`src/rtl/splitSlavePkg.sv`:
```
package splitSlavePkg;
  typedef enum logic [1:0] {
    RESP_OKAY  = 2'b00,
    RESP_ERROR = 2'b01,
    RESP_RETRY = 2'b10,
    RESP_SPLIT = 2'b11
  } resp_e;

  localparam logic [1:0] ANS_OKAY  = 2'b00;
  localparam logic [1:0] ANS_ERROR = 2'b01;
  localparam logic [1:0] ANS_RETRY = 2'b10;
  localparam logic [1:0] ANS_SPLIT = 2'b11;

  localparam logic [1:0] TR_IDLE   = 2'b00;
  localparam logic [1:0] TR_BUSY   = 2'b01;
  localparam logic [1:0] TR_NONSEQ = 2'b10;
  localparam logic [1:0] TR_SEQ    = 2'b11;

  typedef enum logic [2:0] {
    ST_IDLE, ST_DATA, ST_ERR1, ST_ERR2, ST_RTY1, ST_RTY2, ST_SPL1, ST_SPL2
  } phase_e;

  typedef struct packed {
    logic capture;
    logic commit;
  } strobe_t;
endpackage

```
`src/rtl/splitSlaveCtrl.sv`:
```
module splitSlaveCtrl
  import splitSlavePkg::*;
#(
  parameter int MASTERS   = 8,
  parameter int MID_W     = 3,
  parameter int MAX_WAIT  = 16,
  parameter int REQ_W     = 6,
  parameter int SPLIT_CAP = 1
) (
  input  logic               clk,
  input  logic               rstN,
  input  logic               selIn,
  input  logic [1:0]         transIn,
  input  logic [MID_W-1:0]   masterIn,
  input  logic               readyIn,
  input  logic [1:0]         modeIn,
  input  logic [REQ_W-1:0]   waitIn,
  input  logic               resumeIn,
  output strobe_t            strobeOut,
  output logic               readyOut,
  output logic [1:0]         respOut,
  output logic [MASTERS-1:0] splitVecOut
);
  localparam int CNT_W = $clog2(MAX_WAIT + 1);

  phase_e            state, nextState;
  logic [CNT_W-1:0]  waitCnt;
  logic [CNT_W-1:0]  waitClamp;
  logic              ignoreSeq;
  logic              accept;
  logic              splitValid;
  logic [MID_W-1:0]  splitOwner;

  assign accept = selIn && readyIn && transIn[1] &&
                  !(transIn == TR_SEQ && ignoreSeq);

  assign waitClamp = (waitIn > REQ_W'(MAX_WAIT)) ? CNT_W'(MAX_WAIT)
                                                 : waitIn[CNT_W-1:0];

  always_comb begin
    nextState = state;
    case (state)
      ST_DATA: if (waitCnt == '0) nextState = ST_IDLE;
      ST_ERR1: nextState = ST_ERR2;
      ST_RTY1: nextState = ST_RTY2;
      ST_SPL1: nextState = ST_SPL2;
      ST_ERR2, ST_RTY2, ST_SPL2: nextState = ST_IDLE;
      default: nextState = ST_IDLE;
    endcase
    if (accept) begin
      case (modeIn)
        ANS_OKAY:  nextState = ST_DATA;
        ANS_ERROR: nextState = ST_ERR1;
        ANS_RETRY: nextState = ST_RTY1;
        default:   nextState = (SPLIT_CAP != 0 && !splitValid) ? ST_SPL1 : ST_RTY1;
      endcase
    end
  end

  always_ff @(posedge clk or negedge rstN) begin
    if (!rstN) begin
      state     <= ST_IDLE;
      waitCnt   <= '0;
      ignoreSeq <= 1'b0;
    end else begin
      state <= nextState;
      if (accept && modeIn == ANS_OKAY)
        waitCnt <= waitClamp;
      else if (state == ST_DATA && waitCnt != '0)
        waitCnt <= waitCnt - 1'b1;
      if (accept && modeIn == ANS_ERROR)
        ignoreSeq <= 1'b1;
      else if (selIn && readyIn && (transIn == TR_IDLE || transIn == TR_NONSEQ))
        ignoreSeq <= 1'b0;
    end
  end

  assign strobeOut.capture = accept;
  assign strobeOut.commit  = (state == ST_DATA) && (waitCnt == '0);

  always_comb begin
    readyOut = 1'b1;
    respOut  = RESP_OKAY;
    case (state)
      ST_DATA: readyOut = (waitCnt == '0);
      ST_ERR1: begin readyOut = 1'b0; respOut = RESP_ERROR; end
      ST_ERR2: respOut = RESP_ERROR;
      ST_RTY1: begin readyOut = 1'b0; respOut = RESP_RETRY; end
      ST_RTY2: respOut = RESP_RETRY;
      ST_SPL1: begin readyOut = 1'b0; respOut = RESP_SPLIT; end
      ST_SPL2: respOut = RESP_SPLIT;
      default: ;
    endcase
  end

  generate
    if (SPLIT_CAP != 0) begin : gSplit
      always_ff @(posedge clk or negedge rstN) begin
        if (!rstN) begin
          splitValid  <= 1'b0;
          splitOwner  <= '0;
          splitVecOut <= '0;
        end else begin
          splitVecOut <= '0;
          if (resumeIn && splitValid) begin
            splitVecOut[splitOwner] <= 1'b1;
            splitValid <= 1'b0;
          end else if (accept && modeIn == ANS_SPLIT && !splitValid) begin
            splitValid <= 1'b1;
            splitOwner <= masterIn;
          end
        end
      end
    end else begin : gNoSplit
      assign splitValid  = 1'b0;
      assign splitOwner  = '0;
      assign splitVecOut = '0;


      no_split_code_chk: assert property (@(posedge clk) disable iff (!rstN)
        respOut != RESP_SPLIT);
    end
  endgenerate


  two_cycle_resp_chk: assert property (@(posedge clk) disable iff (!rstN)
    (!readyOut && respOut != RESP_OKAY) |=> (readyOut && respOut == $past(respOut)));


  wait_bound_chk: assert property (@(posedge clk) disable iff (!rstN)
    waitCnt <= CNT_W'(MAX_WAIT));


  held_split_retry_chk: assert property (@(posedge clk) disable iff (!rstN)
    (splitValid && accept && modeIn == ANS_SPLIT) |=> respOut == RESP_RETRY);


  release_onehot_chk: assert property (@(posedge clk) disable iff (!rstN)
    $onehot0(splitVecOut));


  release_after_resume_chk: assert property (@(posedge clk) disable iff (!rstN)
    (splitVecOut != '0) |-> $past(resumeIn));


  release_single_chk: assert property (@(posedge clk) disable iff (!rstN)
    (splitVecOut != '0) |=> (splitVecOut == '0));
endmodule

```
`src/rtl/splitSlaveData.sv`:
```
module splitSlaveData
  import splitSlavePkg::*;
#(
  parameter int ADDR_W = 8,
  parameter int DATA_W = 16,
  parameter int DEPTH  = 8
) (
  input  logic              clk,
  input  logic              rstN,
  input  strobe_t           strobeIn,
  input  logic              writeIn,
  input  logic [ADDR_W-1:0] addrIn,
  input  logic [DATA_W-1:0] wdataIn,
  output logic [DATA_W-1:0] rdataOut
);
  localparam int IDX_W = $clog2(DEPTH);

  logic             phaseWrite;
  logic [IDX_W-1:0] phaseIdx;
  logic [DATA_W-1:0] words [DEPTH];

  always_ff @(posedge clk or negedge rstN) begin
    if (!rstN) begin
      phaseWrite <= 1'b0;
      phaseIdx   <= '0;
    end else if (strobeIn.capture) begin
      phaseWrite <= writeIn;
      phaseIdx   <= addrIn[IDX_W-1:0];
    end
  end

  generate
    for (genvar w = 0; w < DEPTH; w++) begin : gWord
      always_ff @(posedge clk or negedge rstN) begin
        if (!rstN)
          words[w] <= '0;
        else if (strobeIn.commit && phaseWrite && phaseIdx == IDX_W'(w))
          words[w] <= wdataIn;
      end
    end
  endgenerate

  assign rdataOut = words[phaseIdx];


  write_store_chk: assert property (@(posedge clk) disable iff (!rstN)
    (strobeIn.commit && phaseWrite && !strobeIn.capture) |=> rdataOut == $past(wdataIn));
endmodule

```
`src/rtl/splitSlaveResp.sv`:
```
module splitSlaveResp
  import splitSlavePkg::*;
#(
  parameter int ADDR_W    = 8,
  parameter int DATA_W    = 16,
  parameter int DEPTH     = 8,
  parameter int MASTERS   = 8,
  parameter int MID_W     = 3,
  parameter int MAX_WAIT  = 16,
  parameter int REQ_W     = 6,
  parameter int SPLIT_CAP = 1
) (
  input  logic               clk,
  input  logic               rstN,
  input  logic               selIn,
  input  logic [1:0]         transIn,
  input  logic               writeIn,
  input  logic [ADDR_W-1:0]  addrIn,
  input  logic [DATA_W-1:0]  wdataIn,
  input  logic [MID_W-1:0]   masterIn,
  input  logic               readyIn,
  input  logic [1:0]         modeIn,
  input  logic [REQ_W-1:0]   waitIn,
  input  logic               resumeIn,
  output logic               readyOut,
  output logic [1:0]         respOut,
  output logic [DATA_W-1:0]  rdataOut,
  output logic [MASTERS-1:0] splitVecOut
);
  strobe_t strobe;

  splitSlaveCtrl #(
    .MASTERS(MASTERS), .MID_W(MID_W), .MAX_WAIT(MAX_WAIT),
    .REQ_W(REQ_W), .SPLIT_CAP(SPLIT_CAP)
  ) ctrl (
    .clk(clk), .rstN(rstN), .selIn(selIn), .transIn(transIn),
    .masterIn(masterIn), .readyIn(readyIn), .modeIn(modeIn),
    .waitIn(waitIn), .resumeIn(resumeIn), .strobeOut(strobe),
    .readyOut(readyOut), .respOut(respOut), .splitVecOut(splitVecOut)
  );

  splitSlaveData #(
    .ADDR_W(ADDR_W), .DATA_W(DATA_W), .DEPTH(DEPTH)
  ) data (
    .clk(clk), .rstN(rstN), .strobeIn(strobe), .writeIn(writeIn),
    .addrIn(addrIn), .wdataIn(wdataIn), .rdataOut(rdataOut)
  );
endmodule

```
`config.mk`:
```
export PLATFORM = sky130hd
export DESIGN_NAME = splitSlaveResp
export DESIGN_NICKNAME = d
export VERILOG_FILES = /design/src/rtl/splitSlavePkg.sv /design/src/rtl/splitSlaveCtrl.sv /design/src/rtl/splitSlaveData.sv /design/src/rtl/splitSlaveResp.sv
export SDC_FILE = /design/constraint.sdc
export NUM_CORES = 1
export LEC_CHECK = 0
export ABC_AREA = 1
export BUFFER_PORTS_ARGS = -buffer_cell sky130_fd_sc_hd__buf_2
export CELL_PAD_IN_SITES_DETAIL_PLACEMENT = 1
export CELL_PAD_IN_SITES_GLOBAL_PLACEMENT = 2
export CORE_MARGIN = 1.5
export CORE_UTILIZATION = 35
export CTS_CLUSTER_SIZE = 25
export DETAILED_ROUTE_END_ITERATION = 6
export GPL_ROUTABILITY_DRIVEN = 0
export PLACE_DENSITY = 0.86
export SKIP_CTS_REPAIR_TIMING = 1
export SYNTH_ARGS = -nofsm -noshare
export SYNTH_HDL_FRONTEND = slang
export SYNTH_HIERARCHICAL = 1
export SYNTH_SLANG_ARGS = --single-unit
```
`constraint.sdc`:
```
create_clock -name clk -period 2.19 [get_ports clk]
set_input_delay 0.1095 -clock clk [delete_from_list [all_inputs] [get_ports clk]]
set_output_delay 0.1095 -clock clk [all_outputs]
set_load 0.02 [all_outputs]
```
==> results.py <==
metrics = {
    "cts": {
        "cts.sinks": 153,
        "cts_buffer_depth": 2,
        "cts_made_buffers": 17,
        "htreeDepth": 4,
        "cts.clk_slew.worst_paths_ps": 60,
        "clock_latency_ps": 430,
        "cts_root_buf": "clkbuf_16",
        "cts_tree": "built",
    },
    "synth": {
        "synth-compound-area-share": 0.105,
        "syn-mean-instance-area_sq_um": 7.81,
        "synth_cell_type_count": 32,
        "ys_seq_elements": 153,
        "synth_top_area_share": 0.519,
        "synth_common_cells": "nand2_1, dfrtp_1, o21ai_0",
        "synth_warnings": 6,
        "synth_flop_cell": "dfrtp_1",
        "syn-num-nets": 989,
        "yosysMostFrequentCell": "nand2_1",
        "synthAdderAreaFrac": 0.00170,
        "synth_top_cells_by_area": "dfrtp_1, nand2_1, o21ai_0",
        "synth_area_sq_um": 7380,
        "synth.area.mux_share": 0.00153,
        "synthCells": 945,
        "synth_xor_area_frac": 0.00119,
        "ys_seq_area_frac": 0.519,
        "synth_async_sr_flop_share": 1.00,
        "synth_top_family_by_area": "simple AND/OR/NAND/NOR gates",
        "synth-edff-count": 0,
        "synthSimpleGateAreaFrac": 0.303,
        "synth_top_area_cell": "dfrtp_1",
    },
    "place": {
        "place_area_sq_um": 7930,
        "dp_hpwl_mm": 12.4,
        "port_buffers": 64,
    },
    "sta": {
        "drv_slew": 0,
        "rsz0062_at_grt": "no",
        "setup-tns-final_ps": 0,
        "hold-worst-slack_ps": -18.4,
        "period_share": 0.903,
        "fmax_mhz": 506,
        "tightest_slew_ps": 598,
        "hold_viol_final": 2,
        "period_minus_slack_ps": 1980,
        "finalSetupViolations": 0,
        "skew_ps": 10.2,
        "slew_headroom": 0.601,
    },
    "critical_path": {
        "critPathBufInv": 3,
        "cp_common_cell": "nand2_1",
        "path_cells": "inv_2, buf_4, nand2_1, nand2_1, nand2_1, nand2_1, nand2_1, nand2_1, buf_2",
        "crit_family": "buffers and inverters",
        "reg2reg_slack_ps": 240,
        "path_class": "register to output port",
        "arrival_ps": 1870,
        "required_ps": 2080,
        "r2r_start": "ctrl/waitCnt[0]",
        "end_kind": "output port",
        "startpoint_type": "register",
        "cpPeakStageDelay_ps": 430,
        "cp-startpoint": "data/phaseIdx[0]",
        "crit_fanout": 19,
        "critPathSlowestCell": "dfrtp_2",
    },
    "route": {
        "first_iter_violations": 347,
        "ant_nets": 0,
        "wl_per_cell_um": 15.7,
        "via_per_inst": 4.78,
        "routed-via-count": 6192,
        "drt_wl_total_mm": 20.4,
        "route.detailed.drc": 0,
        "firstDrtPassIters": 4,
    },
    "finish": {
        "antennaDiodeCount": 0,
        "final_nets": 1056,
        "final_core_utilization": 0.427,
        "fin_area_sq_um": 8720,
        "drive_above_1_share": 0.156,
        "area.growth.synth_to_final_pct": 18.1,
    },
    "status": {
        "failed_checks": "negative hold slack",
        "outcome": "finished with violations",
    },
    "grt": {
        "grt_max_degree": 59,
        "grt_use_total": 0.199,
        "antenna_found_initial": 0,
        "grt_pass1_wl_mm": 33.4,
        "grt_pass1_vias": 6245,
        "grt-ovfl-total": 0,
    },
    "floorplan": {
        "coreArea_sq_um": 20400,
        "die_w_um": 148,
        "pin_count": 70,
        "dieArea_sq_um": 22000,
        "initial_core_util": 0.361,
        "die_h_um": 148,
        "row_count": 52,
    },
    "power": {
        "power.switching_w": 0.00340,
        "seq_power_share": 0.402,
        "intPower_w": 0.00674,
        "pwr-share-comb": 0.283,
        "p_per_area_nw_per_um2": 1160,
        "power_leakage_nw": 4.78,
        "design_power_total_w": 0.0101,
        "ir_worst_vdd_v": 0.000401,
        "clkPwrFrac": 0.315,
        "p_sw_frac": 0.335,
    },
    "flow_run": {
        "maxCapViolations": 0,
    },
    "hold_path": {
        "hold_class": "input port to register",
        "min_from": "waitIn[5]",
    },
}
[kinds of logic after synthesis]
family | count (synthesis)
buffers and inverters | 92
AO/OA/AOI/OAI | 144
multiplexers | 1
XOR/XNOR | 1
flip-flops | 153
AND/OR/NAND/NOR | 553
adder cells (fa/ha/maj) | 1
[routing by layer]
metal | GRT usage | routed length [um] | vias to the layer above
met5 | 0 | 0 | -
li1 | - | - | 3088
met3 | 0.0469 | 766 | 13
met4 | 0.0465 | 167 | 0
met1 | 0.260 | 9540 | 2991
met2 | 0.336 | 9900 | 100
[worst paths after layout]
check,to,depth (start not counted)
min in group asynchronous,data/words[20],2
worst min-delay path,ctrl/waitCnt[0],4
max in group asynchronous,data/words[10],3
worst max register to register,data/words[27],10
worst max-delay path,rdataOut[1],9
worst min register to register,data/words[31],2
[area by class of cell]
| class | count | area, sq um |
|---|---|---|
| fill | 2458 | 11700 |
| inverter | 40 | 153 |
| clock inverter | 12 | 198 |
| sequential | 153 | 3830 |
| tap | 270 | 338 |
| clock buffer | 20 | 447 |
| timing repair buffer | 100 | 689 |
| multi-input combinational | 700 | 3060 |
[power groups by stage]
stage	logic [W]	registers, W	clock network (W)
2_1_floorplan	0.00216	0.00400	0
3_3_place_gp	0.00279	0.00408	0
3_5_place_dp	0.00287	0.00411	0
4_1_cts	0.00290	0.00407	0.00329
5_1_grt	0.00335	0.00418	0.00341
6_report	0.00287	0.00407	0.00320
[stage by stage]
stage / instances / worst slack [ps]
2_1_floorplan: 945 / 503
3_3_place_gp: 1251 / 276
3_5_place_dp: 1251 / 199
4_1_cts: 1283 / 155
5_1_grt: 1295 / 13.8
6_report: 1295 / 213
[cell usage in the layout, fill, tap and decap left out, drive strengths merged]
| master | instances |
|---|---|
| nand2 | 507 |
| dfrtp | 153 |
| o21ai | 137 |
| buf | 88 |
| inv | 40 |
| nor2 | 25 |
| clkbuf | 20 |
| nand3 | 17 |
| dlygate4sd3 | 12 |
| bufinv | 5 |
| clkinv | 5 |
| a21oi | 3 |
| nand3b | 3 |
| clkinvlp | 2 |
| o211ai | 2 |
| o31ai | 2 |
| nand4 | 1 |
| xnor2 | 1 |
| ha | 1 |
| mux2 | 1 |
[worst register-to-register path, delay by kind of cell (launching register included)]
kind                       cells  cell delay, ps
buffers and inverters          2             360
and+or+nand+nor                6             780
DFF                            1             370
AOI/OAI and AO/OA              1              80
adders and majority gates      1             240
[flip-flops by register name (all words and copies together) (netlist names)]
name	cells
ctrl/state	3
data/words	128
ctrl/splitOwner	3
data/phaseWrite	1
ctrl/splitValid	1
ctrl/splitVecOut	8
data/phaseIdx	3
ctrl/ignoreSeq	1
ctrl/waitCnt	5
Power figures use the tool's default switching activity.
